[config.mk]
export PLATFORM = sky130hd
export DESIGN_NAME = rtd_est
export DESIGN_NICKNAME = d
export VERILOG_FILES = /design/src/rtl/rtd_pkg.sv /design/src/rtl/rtd_window.sv /design/src/rtl/rtd_accum.sv /design/src/rtl/rtd_ctrl.sv /design/src/rtl/rtd_est.sv
export SDC_FILE = /design/constraint.sdc
export NUM_CORES = 1
export LEC_CHECK = 0
export BUFFER_PORTS_ARGS = -buffer_cell sky130_fd_sc_hd__buf_2
export CAP_MARGIN = 40
export CORE_UTILIZATION = 35
export CTS_BUF_LIST = sky130_fd_sc_hd__clkbuf_4 sky130_fd_sc_hd__clkbuf_8 sky130_fd_sc_hd__clkbuf_16
export CTS_CLUSTER_SIZE = 16
export DETAILED_ROUTE_END_ITERATION = 6
export HOLD_SLACK_MARGIN = 0.02
export PLACE_DENSITY = 0.52
export SLEW_MARGIN = 20
export SYNTH_ARGS = -nofsm -noshare
export SYNTH_HDL_FRONTEND = slang
export SYNTH_SLANG_ARGS = --single-unit
[constraint.sdc]
create_clock -name clk -period 4 [get_ports clk]
set_input_delay 0.4 -clock clk [delete_from_list [all_inputs] [get_ports clk]]
set_output_delay 0.4 -clock clk [all_outputs]
set_load 0.005 [all_outputs]
[src/rtl/rtd_pkg.sv]
package rtd_pkg;

    typedef enum logic [2:0] {
        ST_IDLE,
        ST_FIRE,
        ST_WAIT,
        ST_WRITE,
        ST_FAIL,
        ST_RWAIT,
        ST_RDONE
    } rtd_state_t;

    typedef enum logic {
        ROLE_INIT = 1'b0,
        ROLE_RESP = 1'b1
    } rtd_role_t;

    // events seen while a reply window is open
    typedef struct packed {
        logic hit;
        logic miss;
        logic final_hit;
        logic final_miss;
    } rtd_evt_t;

endpackage

[src/rtl/rtd_window.sv]
module rtd_window #(
    parameter int TW = 16
) (
    input  logic          clk,
    input  logic          rst,
    input  logic          restart,
    input  logic          run,
    input  logic [TW-1:0] limit,
    output logic          last
);

    logic [TW-1:0] wcnt;

    // true in the final cycle of a window of `limit` cycles
    assign last = ({1'b0, wcnt} + {{TW{1'b0}}, 1'b1}) >= {1'b0, limit};

    always_ff @(posedge clk) begin
        if (rst || restart) begin
            wcnt <= '0;
        end else if (run && !last) begin
            wcnt <= wcnt + 1'b1;
        end
    end

endmodule

[src/rtl/rtd_accum.sv]
module rtd_accum #(
    parameter int TW   = 16,
    parameter int LOGN = 4
) (
    input  logic          clk,
    input  logic          rst,
    input  logic          clear,
    input  logic          add,
    input  logic [TW-1:0] sample,
    input  logic [TW-1:0] turn,
    output logic [TW-1:0] one_way
);

    localparam int AW = TW + LOGN;

    logic [AW-1:0] acc;
    logic [TW-1:0] avg;
    logic [TW-1:0] diff;

    always_ff @(posedge clk) begin
        if (rst || clear) begin
            acc <= '0;
        end else if (add) begin
            acc <= acc + {{LOGN{1'b0}}, sample};
        end
    end

    // mean by dropping LOGN bits, then turnaround removal with floor at zero
    assign avg = acc[AW-1:LOGN];

    always_comb begin
        if (avg >= turn) begin
            diff = avg - turn;
        end else begin
            diff = '0;
        end
        one_way = diff >> 1;
    end

endmodule

[src/rtl/rtd_ctrl.sv]
module rtd_ctrl
    import rtd_pkg::*;
#(
    parameter int NW   = 3,
    parameter int LOGN = 4,
    parameter int MAXF = 4
) (
    input  logic          clk,
    input  logic          rst,
    input  logic          start,
    input  rtd_role_t     role,
    input  logic          peak,
    input  logic          last,
    input  logic [NW-1:0] nbr_in,
    output logic          tx_go,
    output logic          acc_clear,
    output logic          acc_add,
    output logic          win_restart,
    output logic          win_run,
    output logic          mem_we,
    output logic          done,
    output logic          err,
    output logic [NW-1:0] nbr_q
);

    localparam int FW = (MAXF < 2) ? 1 : $clog2(MAXF);
    localparam logic [FW-1:0]   FAIL_TOP = FW'(MAXF - 1);
    localparam logic [LOGN-1:0] OK_TOP   = '1;

    rtd_state_t    st, st_nx;
    logic [LOGN-1:0] ok_cnt;
    logic [FW-1:0]   fail_cnt;
    rtd_evt_t      ev;
    logic          waiting;
    logic          accept;

    assign waiting = (st == ST_WAIT) || (st == ST_RWAIT);
    assign accept  = (st == ST_IDLE) && start;

    always_comb begin
        ev.hit        = waiting && peak;
        ev.miss       = waiting && !peak && last;
        ev.final_hit  = ev.hit && (ok_cnt == OK_TOP);
        ev.final_miss = ev.miss && (fail_cnt == FAIL_TOP);
    end

    always_comb begin
        st_nx = st;
        unique case (st)
            ST_IDLE:  if (start) st_nx = (role == ROLE_RESP) ? ST_RWAIT : ST_FIRE;
            ST_FIRE:  st_nx = ST_WAIT;
            ST_WAIT: begin
                if (ev.final_hit)       st_nx = ST_WRITE;
                else if (ev.hit)        st_nx = ST_FIRE;
                else if (ev.final_miss) st_nx = ST_FAIL;
                else if (ev.miss)       st_nx = ST_FIRE;
            end
            ST_RWAIT: begin
                if (ev.final_hit)       st_nx = ST_RDONE;
                else if (ev.final_miss) st_nx = ST_FAIL;
            end
            ST_WRITE, ST_FAIL, ST_RDONE: st_nx = ST_IDLE;
            default:  st_nx = ST_IDLE;
        endcase
    end

    always_ff @(posedge clk) begin
        if (rst) begin
            st       <= ST_IDLE;
            ok_cnt   <= '0;
            fail_cnt <= '0;
            nbr_q    <= '0;
        end else begin
            st <= st_nx;
            if (accept) begin
                ok_cnt   <= '0;
                fail_cnt <= '0;
                nbr_q    <= nbr_in;
            end else begin
                if (ev.hit)  ok_cnt   <= ok_cnt + 1'b1;
                if (ev.miss) fail_cnt <= fail_cnt + 1'b1;
            end
        end
    end

    assign tx_go       = (st == ST_FIRE) || ((st == ST_RWAIT) && peak);
    assign acc_clear   = accept;
    assign acc_add     = (st == ST_WAIT) && peak;
    assign win_restart = accept || (st == ST_FIRE) || ((st == ST_RWAIT) && (peak || last));
    assign win_run     = waiting;
    assign mem_we      = (st == ST_WRITE);
    assign done        = (st == ST_WRITE) || (st == ST_RDONE);
    assign err         = (st == ST_FAIL);

    AST_FIRE_AFTER_START: assert property (@(posedge clk) disable iff (rst)
        (st == ST_IDLE && start && role == ROLE_INIT) |=> tx_go);

    AST_ERR_AFTER_MISS: assert property (@(posedge clk) disable iff (rst)
        err |-> $past(ev.miss));

    AST_NBR_HELD: assert property (@(posedge clk) disable iff (rst)
        (st != ST_IDLE) |=> $stable(nbr_q));

    AST_ADD_IN_WINDOW: assert property (@(posedge clk) disable iff (rst)
        acc_add |-> win_run);

endmodule

[src/rtl/rtd_est.sv]
module rtd_est
    import rtd_pkg::*;
#(
    parameter int TW   = 16,
    parameter int NW   = 3,
    parameter int LOGN = 4,
    parameter int MAXF = 4
) (
    input  logic          clk,
    input  logic          rst,
    input  logic          role,
    input  logic [NW-1:0] nbr_idx,
    input  logic          start,
    input  logic          peak,
    input  logic [TW-1:0] timer_val,
    input  logic [TW-1:0] turn_lat,
    input  logic [TW-1:0] timeout,
    output logic          tx_go,
    output logic          tmr_clr,
    output logic          mem_we,
    output logic [NW-1:0] mem_addr,
    output logic [TW-1:0] mem_data,
    output logic          done,
    output logic          err
);

    logic acc_clear, acc_add, win_restart, win_run, win_last;
    logic fire;

    rtd_ctrl #(.NW(NW), .LOGN(LOGN), .MAXF(MAXF)) u_ctrl (
        .clk         (clk),
        .rst         (rst),
        .start       (start),
        .role        (rtd_role_t'(role)),
        .peak        (peak),
        .last        (win_last),
        .nbr_in      (nbr_idx),
        .tx_go       (fire),
        .acc_clear   (acc_clear),
        .acc_add     (acc_add),
        .win_restart (win_restart),
        .win_run     (win_run),
        .mem_we      (mem_we),
        .done        (done),
        .err         (err),
        .nbr_q       (mem_addr)
    );

    rtd_window #(.TW(TW)) u_win (
        .clk     (clk),
        .rst     (rst),
        .restart (win_restart),
        .run     (win_run),
        .limit   (timeout),
        .last    (win_last)
    );

    rtd_accum #(.TW(TW), .LOGN(LOGN)) u_acc (
        .clk     (clk),
        .rst     (rst),
        .clear   (acc_clear),
        .add     (acc_add),
        .sample  (timer_val),
        .turn    (turn_lat),
        .one_way (mem_data)
    );

    // both roles clear the local timer in the cycle they transmit
    assign tx_go   = fire;
    assign tmr_clr = fire;

    AST_DONE_PULSE: assert property (@(posedge clk) disable iff (rst)
        done |=> !done);

    AST_WE_HAS_DONE: assert property (@(posedge clk) disable iff (rst)
        mem_we |-> done);

    AST_NO_WE_ON_ERR: assert property (@(posedge clk) disable iff (rst)
        !(mem_we && err));

endmodule

## Yosys cells after proc, flatten, opt, wreduce, memory -nomap -nowiden

Index checks and enable logic that the tools add are counted.

- Reductions and logical operators: 23
- $mul: 0
- Div/mod/pow operators: 0
- Magnitude comparators: 2
- Add/subtract/negate cells: 6
- Shifts and indexed selects: 0
- Equal/unequal tests: 11
- Bitwise logic cells: 0
- Mux-type cells: 10

Operators by type and width:

| operator | number |
|---|---|
| two-way mux 3 bit | 8 |
| adder 20 x 16 -> 20 bit | 1 |
| adder 16 x 1 -> 17 bit (second input constant) | 1 |
| greater-or-equal comparator 17 x 16 -> 1 bit | 1 |
| adder 16 x 1 -> 16 bit (second input constant) | 1 |
| greater-or-equal comparator 16 bit | 1 |
| two-way mux 16 bit | 1 |
| subtractor 16 bit | 1 |
| case mux 3 bit (4 select lines) | 1 |
| logical AND 1 bit | 10 |
| equality test 3 bit (second input constant) | 3 |
| logical OR 1 bit | 8 |
| equality test 3 x 2 -> 1 bit (second input constant) | 2 |
| != test 5 x 1 -> 1 bit (second input constant) | 1 |
| adder 4 x 1 -> 4 bit (second input constant) | 1 |
| equality test 4 bit (second input constant) | 1 |
| equality test 3 x 1 -> 1 bit (second input constant) | 1 |
| logical NOT 3 bit | 1 |
| != test 3 x 1 -> 1 bit (second input constant) | 1 |
| AND reduction 3 bit | 1 |
| adder 2 x 1 -> 2 bit (second input constant) | 1 |
| equality test 2 bit (second input constant) | 1 |
| logical NOT 1 bit | 2 |
| != test 2 bit (second input constant) | 1 |
| OR reduction 2 bit | 1 |

- Flip-flop bits (word level): 48
- Bits of input ports: 56
- Logic and storage cells: 58
- Bits in latches: 0
- ROM bits: 0
- RAM bits: 0
- Output and inout bits: 24
- Memories: 0

## Logic depth before layout (Yosys ltp)

Gate-level depths: netlist of run 1.

- Word-level depth: 9
- Mapped depth: 16
- Depth with buffers taken out: 14

## Modules after synthesis

A second synthesis of run 1 with hierarchy kept.

- Cell total of the unflattened synthesis: 568
- Area total of the unflattened synthesis: 4,503.1 µm²

By module, submodules not included:

| module | seq. area each (µm²) | area each (µm²) | times used | cells each |
|---|---|---|---|---|
| rtd_accum | 400.4 | 2,431.1 | 1 | 314 |
| rtd_window | 320.3 | 1,356.3 | 1 | 176 |
| rtd_ctrl | 240.2 | 708.2 | 1 | 77 |
| rtd_est | 0.0 | 7.5 | 1 | 1 |

## Least setup slack after synthesis of run 1

OpenSTA, ideal clock, no wires.

- Path kind: flip-flop to flip-flop
- Start point: register u_win.wcnt[0]
- End point: register u_ctrl.st[0]
- Arrival time: 3,602 ps
- Setup time: 58 ps
- Path buffers: 1
- Data required time: 3,942 ps
- Clock period less this slack: 3,660 ps
- Path slack: 340 ps
- Stages on the path, launching flop included: 15
- Cell sequence: dfxtp_1 ha_1 nand3_2 or4_4 buf_6 or2_4 xnor2_1 ha_1 nand4_1 nor2_1 o311ai_0 a31oi_2 o31a_4 a311oi_1 o21a_1

- Word-level cells in the longest chain between the ends: 8
- Elaborated cells between the ends (all ways): 11
- Classes of those cells: add/sub (1); order compare (1); eq/ne (2); mux (4); reduce/logical (3)

Ends and longest elaborated chain:

| element | RTL line | text |
|---|---|---|
| start, declared | rtd_window.sv:12 | `logic [TW-1:0] wcnt;` |
| start signal, assigned | rtd_window.sv:21 | `wcnt <= wcnt + 1'b1;` |
| adder 16 x 1 -> 17 bit * | rtd_window.sv:15 | `assign last = ({1'b0, wcnt} + {{TW{1'b0}}, 1'b1}) >= {1'b0, limit};` |
| greater-or-equal comparator 17 x 16 -> 1 bit * | rtd_window.sv:15 |  |
| logical AND 1 bit * | rtd_ctrl.sv:42 | `ev.miss = waiting && !peak && last;` |
| logical AND 1 bit | rtd_ctrl.sv:44 | `ev.final_miss = ev.miss && (fail_cnt == FAIL_TOP);` |
| two-way mux 3 bit | rtd_ctrl.sv:55 | `else if (ev.final_miss) st_nx = ST_FAIL;` |
| two-way mux 3 bit | rtd_ctrl.sv:54 | `else if (ev.hit) st_nx = ST_FIRE;` |
| two-way mux 3 bit | rtd_ctrl.sv:53 | `if (ev.final_hit) st_nx = ST_WRITE;` |
| case mux 3 bit (4 select lines) | rtd_ctrl.sv:49 | `unique case (st)` |
| end signal, assigned | rtd_ctrl.sv:74 | `st <= st_nx;` |
| end, declared | rtd_ctrl.sv:30 | `rtd_state_t st, st_nx;` |

Every way passes the cells marked *; elsewhere a longest branch is shown, timed or not.
A chain may end at the register's enable or synchronous reset.

## Final worst setup path of run 1

Ends and elaborated chain as after synthesis.

==> metrics.csv, run 1 <==
metric,value,unit
setup TNS,0,ps
yosys warns,0,
WHS,343,ps
max-slew violation count,0,
RSZ-0062 raised after global routing,no,
H-tree levels,2,
Util after Layout,42.0,%
PortBufs,78,
Detailed Routing Iterations Pass 1,4,
top-level port count,80,
crit path max-delay cell type,or4_4,
CTS tree,built,
CTS Buf Count,5,
worst-path fanout max,5,
WS Path Type,register to register,
worst r2r path cells,13,
CP Launch Point,u_win.wcnt[0]$_SDFFE_PP0P_,
first-pass GRT wire length,17.2,mm
DR vias/cell,4.96,
Net Sw Power,0.000385,W
Setup WS post-layout,301,ps
Root Driver,clkbuf_16,
clock share of power,35.2,%
share of layout cells above drive strength 1,16.8,%
CP Depth,13,
element type at the critical path end,register,
antenna violations before repair,0,
Avg Inst Size Synth,7.71,µm²
FILL cells,1276,
remaining antenna violation count,0,
number of global-route vias before repair,3741,
Core ar.,12100,µm²
Power Dens Cells,248,nW/µm²
post-synth cell types,62,
hold path cells,3,
layout overhead on the synthesized area,16.2,%
sequential power share,40.8,%
Sinks on Clock Net,48,
Pleak,2.25,nW
hold buffers post-CTS,0,
maximum clock frequency,0.270,GHz
final hold vios,0,
period utilization,92.5,%
number of synthesized flops with an enable pin,0,
antenna diode count,0,
Final Wtd Congestion,0.823,
Final nets,746,
Bufs on Longest Clock Path,2,
Skew-Pair Late Insertion Delay,290,ps
worst slew pin tran,782,ps
sequential area share after synthesis,22.0,%
Setup crit start kind,register,
switch share,30.7,%
Worst Path Buf+Inv,0,
"slowest stage delay, CP",610,ps
status,finished clean,
Main synth FF type,dfxtp_1,
post-synthesis cell area,4360,µm²
die area,12900,µm²
Post-Synthesis Cells,566,
DP Worst Slack,159,ps
Syn Nets,675,
cell row count,40,
max_slew headroom,47.9,%
largest net degree at the start of global routing,22,
Max Cap Viol,0,
worst r2r src,u_win.wcnt[0]$_SDFFE_PP0P_,
Hold Path Origin,nbr_idx[2],
most frequent CP cell,ha_1,
setup violators final,0,
crit-path cells,ha_1 -> nand3_2 -> or4_4 -> or2_4 -> xnor2_1 -> ha_1 -> nand4_1 -> nor2_1 -> o311ai_1 -> a31oi_2 -> o31a_4 -> a311oi_1 -> o21a_1,
Period minus WS final,3700,ps
Initial DRC Count,122,
Peak VDD IR,0.160,mV
Die Width,114,µm
combinational power share,24.0,%
Seq cells post-synth,48,
vias,3994,
Hold Path Class,primary input to register,
DRC,0,
clock transition at the registers of the reported paths,70,ps
CP Data Required Time,4240,ps
Initial Utilization,36.2,%
Clock Skew,8.80,ps
GRT Overall Usage,16.4,%
Die H,114,µm
HPWL Detailed,8.12,mm
GRT overflow,0,
final WL,10.2,mm
cell-internal power,0.000871,W
asr flop ratio synth,0,%
CP Data Arrival Time,3940,ps
Avg WL per Cell,12.7,µm
Top delay family on crit path,compound AO/OA/AOI/OAI gates,
## area by class of cell
cell class                 count  area (µm²)  area share (%)
multi-input combinational    452        3130            61.7
sequential                    48         961            19.0
timing repair buffer          83         440            8.69
tap                          168         210            4.15
inverter                      47         176            3.48
clock buffer                   6         139            2.74
clock inverter                 2        13.8           0.271
## registers in the layout (all words and copies together), names as in the netlist
name	cells
u_acc.acc	20
u_win.wcnt	16
u_ctrl.st	3
u_ctrl.fail_cnt	2
u_ctrl.ok_cnt	4
u_ctrl.nbr_q	3
## tightest hold or removal path, stage by stage
cell     delay [ps]
buf_2            70
mux2i_1          50
nor2_1           70
## power by group through the flow
stage                     clock network, W  registers, W  logic [W]
final                             0.000443      0.000512   0.000301
after global routing              0.000485      0.000516   0.000340
after CTS                         0.000463      0.000513   0.000296
after detailed placement                 0      0.000524   0.000295
after global placement                   0      0.000523   0.000292
after floorplan                          0      0.000511   0.000232
## cell usage in the layout, fill, tap and decap left out, drive strengths merged, types with 4 or more instances in the layout
cell	Yosys	layout
nor4	8	8
a31oi	5	5
nand3	19	19
nand2b	5	5
a21o	7	7
buf	10	83
nand4	9	9
nor2b	9	9
o211ai	4	4
nor2	70	70
xnor2	40	40
a211oi	11	11
o21bai	6	6
dfxtp	48	48
ha	51	51
nor3b	4	4
xor2	13	13
a21oi	34	34
inv	47	48
o21ai	27	27
clkbuf	9	6
nand2	46	46
o31a	5	5
o21a	9	9
nor3	23	23
mux2i	7	7
## metal layers
metal  wire [µm]  part of all wire (%)  vias up  track usage, %
li1            -                     -     2134               -
met1        5250                    51     1797            22.3
met2        4660                    46       59            27.4
met3         249                   2.4        4            2.50
met4          69                  0.67        0            3.25
met5           0                     0        -               0
## synth_stat cells (7+ instances only)
cell,count,share of area (%)
nor2_1,70,6.0
ha_1,51,15
dfxtp_1,48,22
inv_1,47,4.0
nand2_1,46,4.0
xnor2_1,40,8.0
a21oi_1,33,3.8
o21ai_0,26,3.0
nor3_1,21,2.4
nand3_1,18,2.1
xor2_1,13,2.6
a211oi_1,11,1.9
clkbuf_1,9,0.77
nand4_1,9,1.3
nor2b_1,9,1.3
o21a_1,9,1.5
nor4_1,8,1.1
a21o_1,7,1.2
mux2i_1,7,1.6
## worst paths after layout
check,endpoint,slack [ps]
max,u_ctrl.st[0]$_SDFFE_PP0P_,300
min,u_ctrl.nbr_q[2]$_SDFFE_PP0P_,340
max reg2reg,u_ctrl.st[0]$_SDFFE_PP0P_,300
min reg2reg,u_acc.acc[0]$_SDFFE_PP0P_,460
## kinds of logic after synthesis
logic type	synth area share, %
multiplexers	1.61
other	0.0860
buffers and inverters	6.54
XOR/XNOR	10.6
adder cells (fa/ha/maj)	15.5
AND/OR/NAND/NOR	23.3
flip-flops	22.0
AO/OA/AOI/OAI	20.3
## what timing repair did
action | in CTS | in global routing
endpoints found under the setup margin | 0 | 17
setup buffers | 0 | 1
gates resized for setup | 0 | 3
## through the flow
step / instances / instance area (µm²) / power, W
6_report: 806 / 5070 / 0.00126
5_1_grt: 806 / 5070 / 0.00134
4_1_cts: 805 / 5040 / 0.00127
3_5_place_dp: 797 / 4880 / 0.000819
3_3_place_gp: 797 / 4880 / 0.000815
2_1_floorplan: 566 / 4360 / 0.000743
(Power assumes the default switching activity.)
==> run 2: changes to the inputs <==
- CORE_ASPECT_RATIO: default -> 1.2
==> metrics.csv, run 2 (same netlist as run 1, synthesis figures left out) <==
metric,value,unit,change
status,finished clean,,
max FFs per register,20,,unchanged
Power Dens Cells,258,nW/µm²,+4.1%
largest net degree at the start of global routing,22,,unchanged
vias,4010,,+0.40%
DR vias/cell,5.03,,+1.4%
RSZ-0062 raised after global routing,no,,
Final nets,745,,-0.13%
Pleak,2.25,nW,about the same
period utilization,92.9,%,+0.42 points
worst slew pin tran,776,ps,-6.06 ps
clock transition at the registers of the reported paths,70,ps,about the same
die area,12900,µm²,about the same
PortBufs,78,,unchanged
met2 usage,30.9,%,+3.5 points
GRT Overall Usage,16.8,%,+0.44 points
CP Data Required Time,4240,ps,about the same
Max Cap Viol,0,,unchanged
largest register by flop count,u_acc.acc,,
Skew-Pair Late Insertion Delay,290,ps,about the same
worst r2r src,u_win.wcnt[0]$_SDFFE_PP0P_,,
Register-to-Register Setup Slack,280,ps,-20 ps
DRC,0,,unchanged
most frequent cells in the layout,"buf_2 (78), nor2_1 (70), ha_1 (51), dfxtp_1 (48), inv_1 (47)",,
Setup crit start kind,register,,
Peak VDD IR,0.166,mV,+4.0%
layout overhead on the synthesized area,16.3,%,about the same
Avg WL per Cell,13.1,µm,+3.5%
setup violators final,0,,unchanged
worst r2r path cells,13,,unchanged
worst-path fanout max,5,,unchanged
WS Path Type,register to register,,
DP Cell Count,789,,-1.0%
Clock Skew,6.26,ps,-2.55 ps
Die H,124,µm,+9.4%
Hold Path Class,primary input to register,,
Top Registers,"u_acc.acc: 20 flops, u_win.wcnt: 16 flops, u_ctrl.ok_cnt: 4 flops",,
H-tree levels,2,,unchanged
final WL,10.5,mm,+2.4%
Period minus WS final,3720,ps,+16.8 ps
antenna diode count,0,,unchanged
CP Launch Point,u_win.wcnt[0]$_SDFFE_PP0P_,,
Detailed Routing Iterations Pass 1,4,,unchanged
"commonest non-fill, non-tap cell in the layout",buf_2,,
max_slew headroom,48.3,%,+0.40 points
maximum clock frequency,0.269,GHz,-0.45%
CTS tree,built,,
final hold vios,0,,unchanged
Bufs on Longest Clock Path,2,,unchanged
GRT overflow,0,,unchanged
share of layout cells above drive strength 1,16.8,%,+0.026 points
Root Driver,clkbuf_16,,
number of global-route vias before repair,3998,,+6.9%
antenna violations before repair,0,,unchanged
element type at the critical path end,register,,
Core ar.,12100,µm²,+0.41%
top-level port count,80,,unchanged
fin cells,798,,-0.99%
HPWL Detailed,8.27,mm,+1.8%
FILL cells,1283,,+0.55%
Die Width,104,µm,-8.6%
CTS Buf Count,5,,unchanged
global route hottest layer,met2,,
Initial DRC Count,153,,+25%
CP Data Arrival Time,3960,ps,+20 ps
cell row count,44,,+10%
first-pass GRT wire length,18.0,mm,+4.6%
Initial Utilization,36.0,%,-0.15 points
setup TNS,0,ps,unchanged
Final Wtd Congestion,0.841,,+2.2%
met1 Resource Use GR,19.7,%,-2.6 points
Hold Path Origin,nbr_idx[1],,
hold path cells,3,,unchanged
Sinks on Clock Net,48,,unchanged
remaining antenna violation count,0,,unchanged
GR Util met3,2.51,%,+0.014 points
max-slew violation count,0,,unchanged
## run 2: cell count changes in the layout (fill, tap and decap cells not counted), sizes merged
cell,before,now
buf,83,82
bufinv,0,1
inv,48,47
## run 2: critical path: stages, from the launching register on
cell	delay, ps
dfxtp_1	420
ha_1	250
nand3_2	160
or4_4	620
or2_4	290
xnor2_1	130
ha_1	290
nand4_1	120
nor2_1	80
a221oi_1	300
a31oi_2	190
o31a_4	390
a311oi_1	270
o21a_1	150
## run 2: cell type report
class | instances | area (µm²) | share of cell area [%]
Multi-Input combinational cell | 452 | 3140 | 61.8
Timing Repair Buffer | 82 | 433 | 8.53
Sequential cell | 48 | 961 | 18.9
Clock inverter | 2 | 35.0 | 0.690
Tap cell | 161 | 201 | 3.97
Inverter | 47 | 176 | 3.48
Clock buffer | 6 | 133 | 2.61
## run 2: repair_timing
item | in CTS | in global routing
gates resized for setup | 0 | 4
hold buffers | 0 | 0
buffers inserted | 0 | 1
endpoints found under the setup margin | 0 | 13
## run 2: per-stage QoR
| step | hold slack, ps | instance area, µm² | util (%) | setup slack, ps | total power, W |
|---|---|---|---|---|---|
| after global routing | 353 | 5070 | 41.9 | 23.6 | 0.00139 |
| after global placement | 445 | 4870 | 40.2 | 278 | 0.000816 |
| after detailed placement | 458 | 4870 | 40.2 | 188 | 0.000821 |
| after CTS | 335 | 5040 | 41.6 | 152 | 0.00132 |
| after floorplan | 440 | 4360 | - | 340 | 0.000743 |
| final | 343 | 5070 | 41.9 | 285 | 0.00131 |
## run 2: report_power, final
| part | total (W) | internal (W) | leakage [nW] | switching (W) |
|---|---|---|---|---|
| Combinational | 0.000303 | 0.000128 | 1.78 | 0.000174 |
| Clock | 0.000494 | 0.000302 | 0.0843 | 0.000192 |
| Sequential | 0.000513 | 0.000492 | 0.388 | 0.0000207 |
## run 2: worst paths after layout
| check | endpoint |
|---|---|
| setup / recovery | u_ctrl.st[0]$_SDFFE_PP0P_ |
| hold / removal | u_ctrl.nbr_q[1]$_SDFFE_PP0P_ |
| setup reg to reg | u_ctrl.st[0]$_SDFFE_PP0P_ |
| hold reg to reg | u_acc.acc[0]$_SDFFE_PP0P_ |
## run 2: per-layer routing
layer / part of all wire [%] / routed length (µm)
met3: 3.4 / 359
met5: 0 / 0
met2: 50 / 5280
met4: 1.3 / 140
met1: 45 / 4700
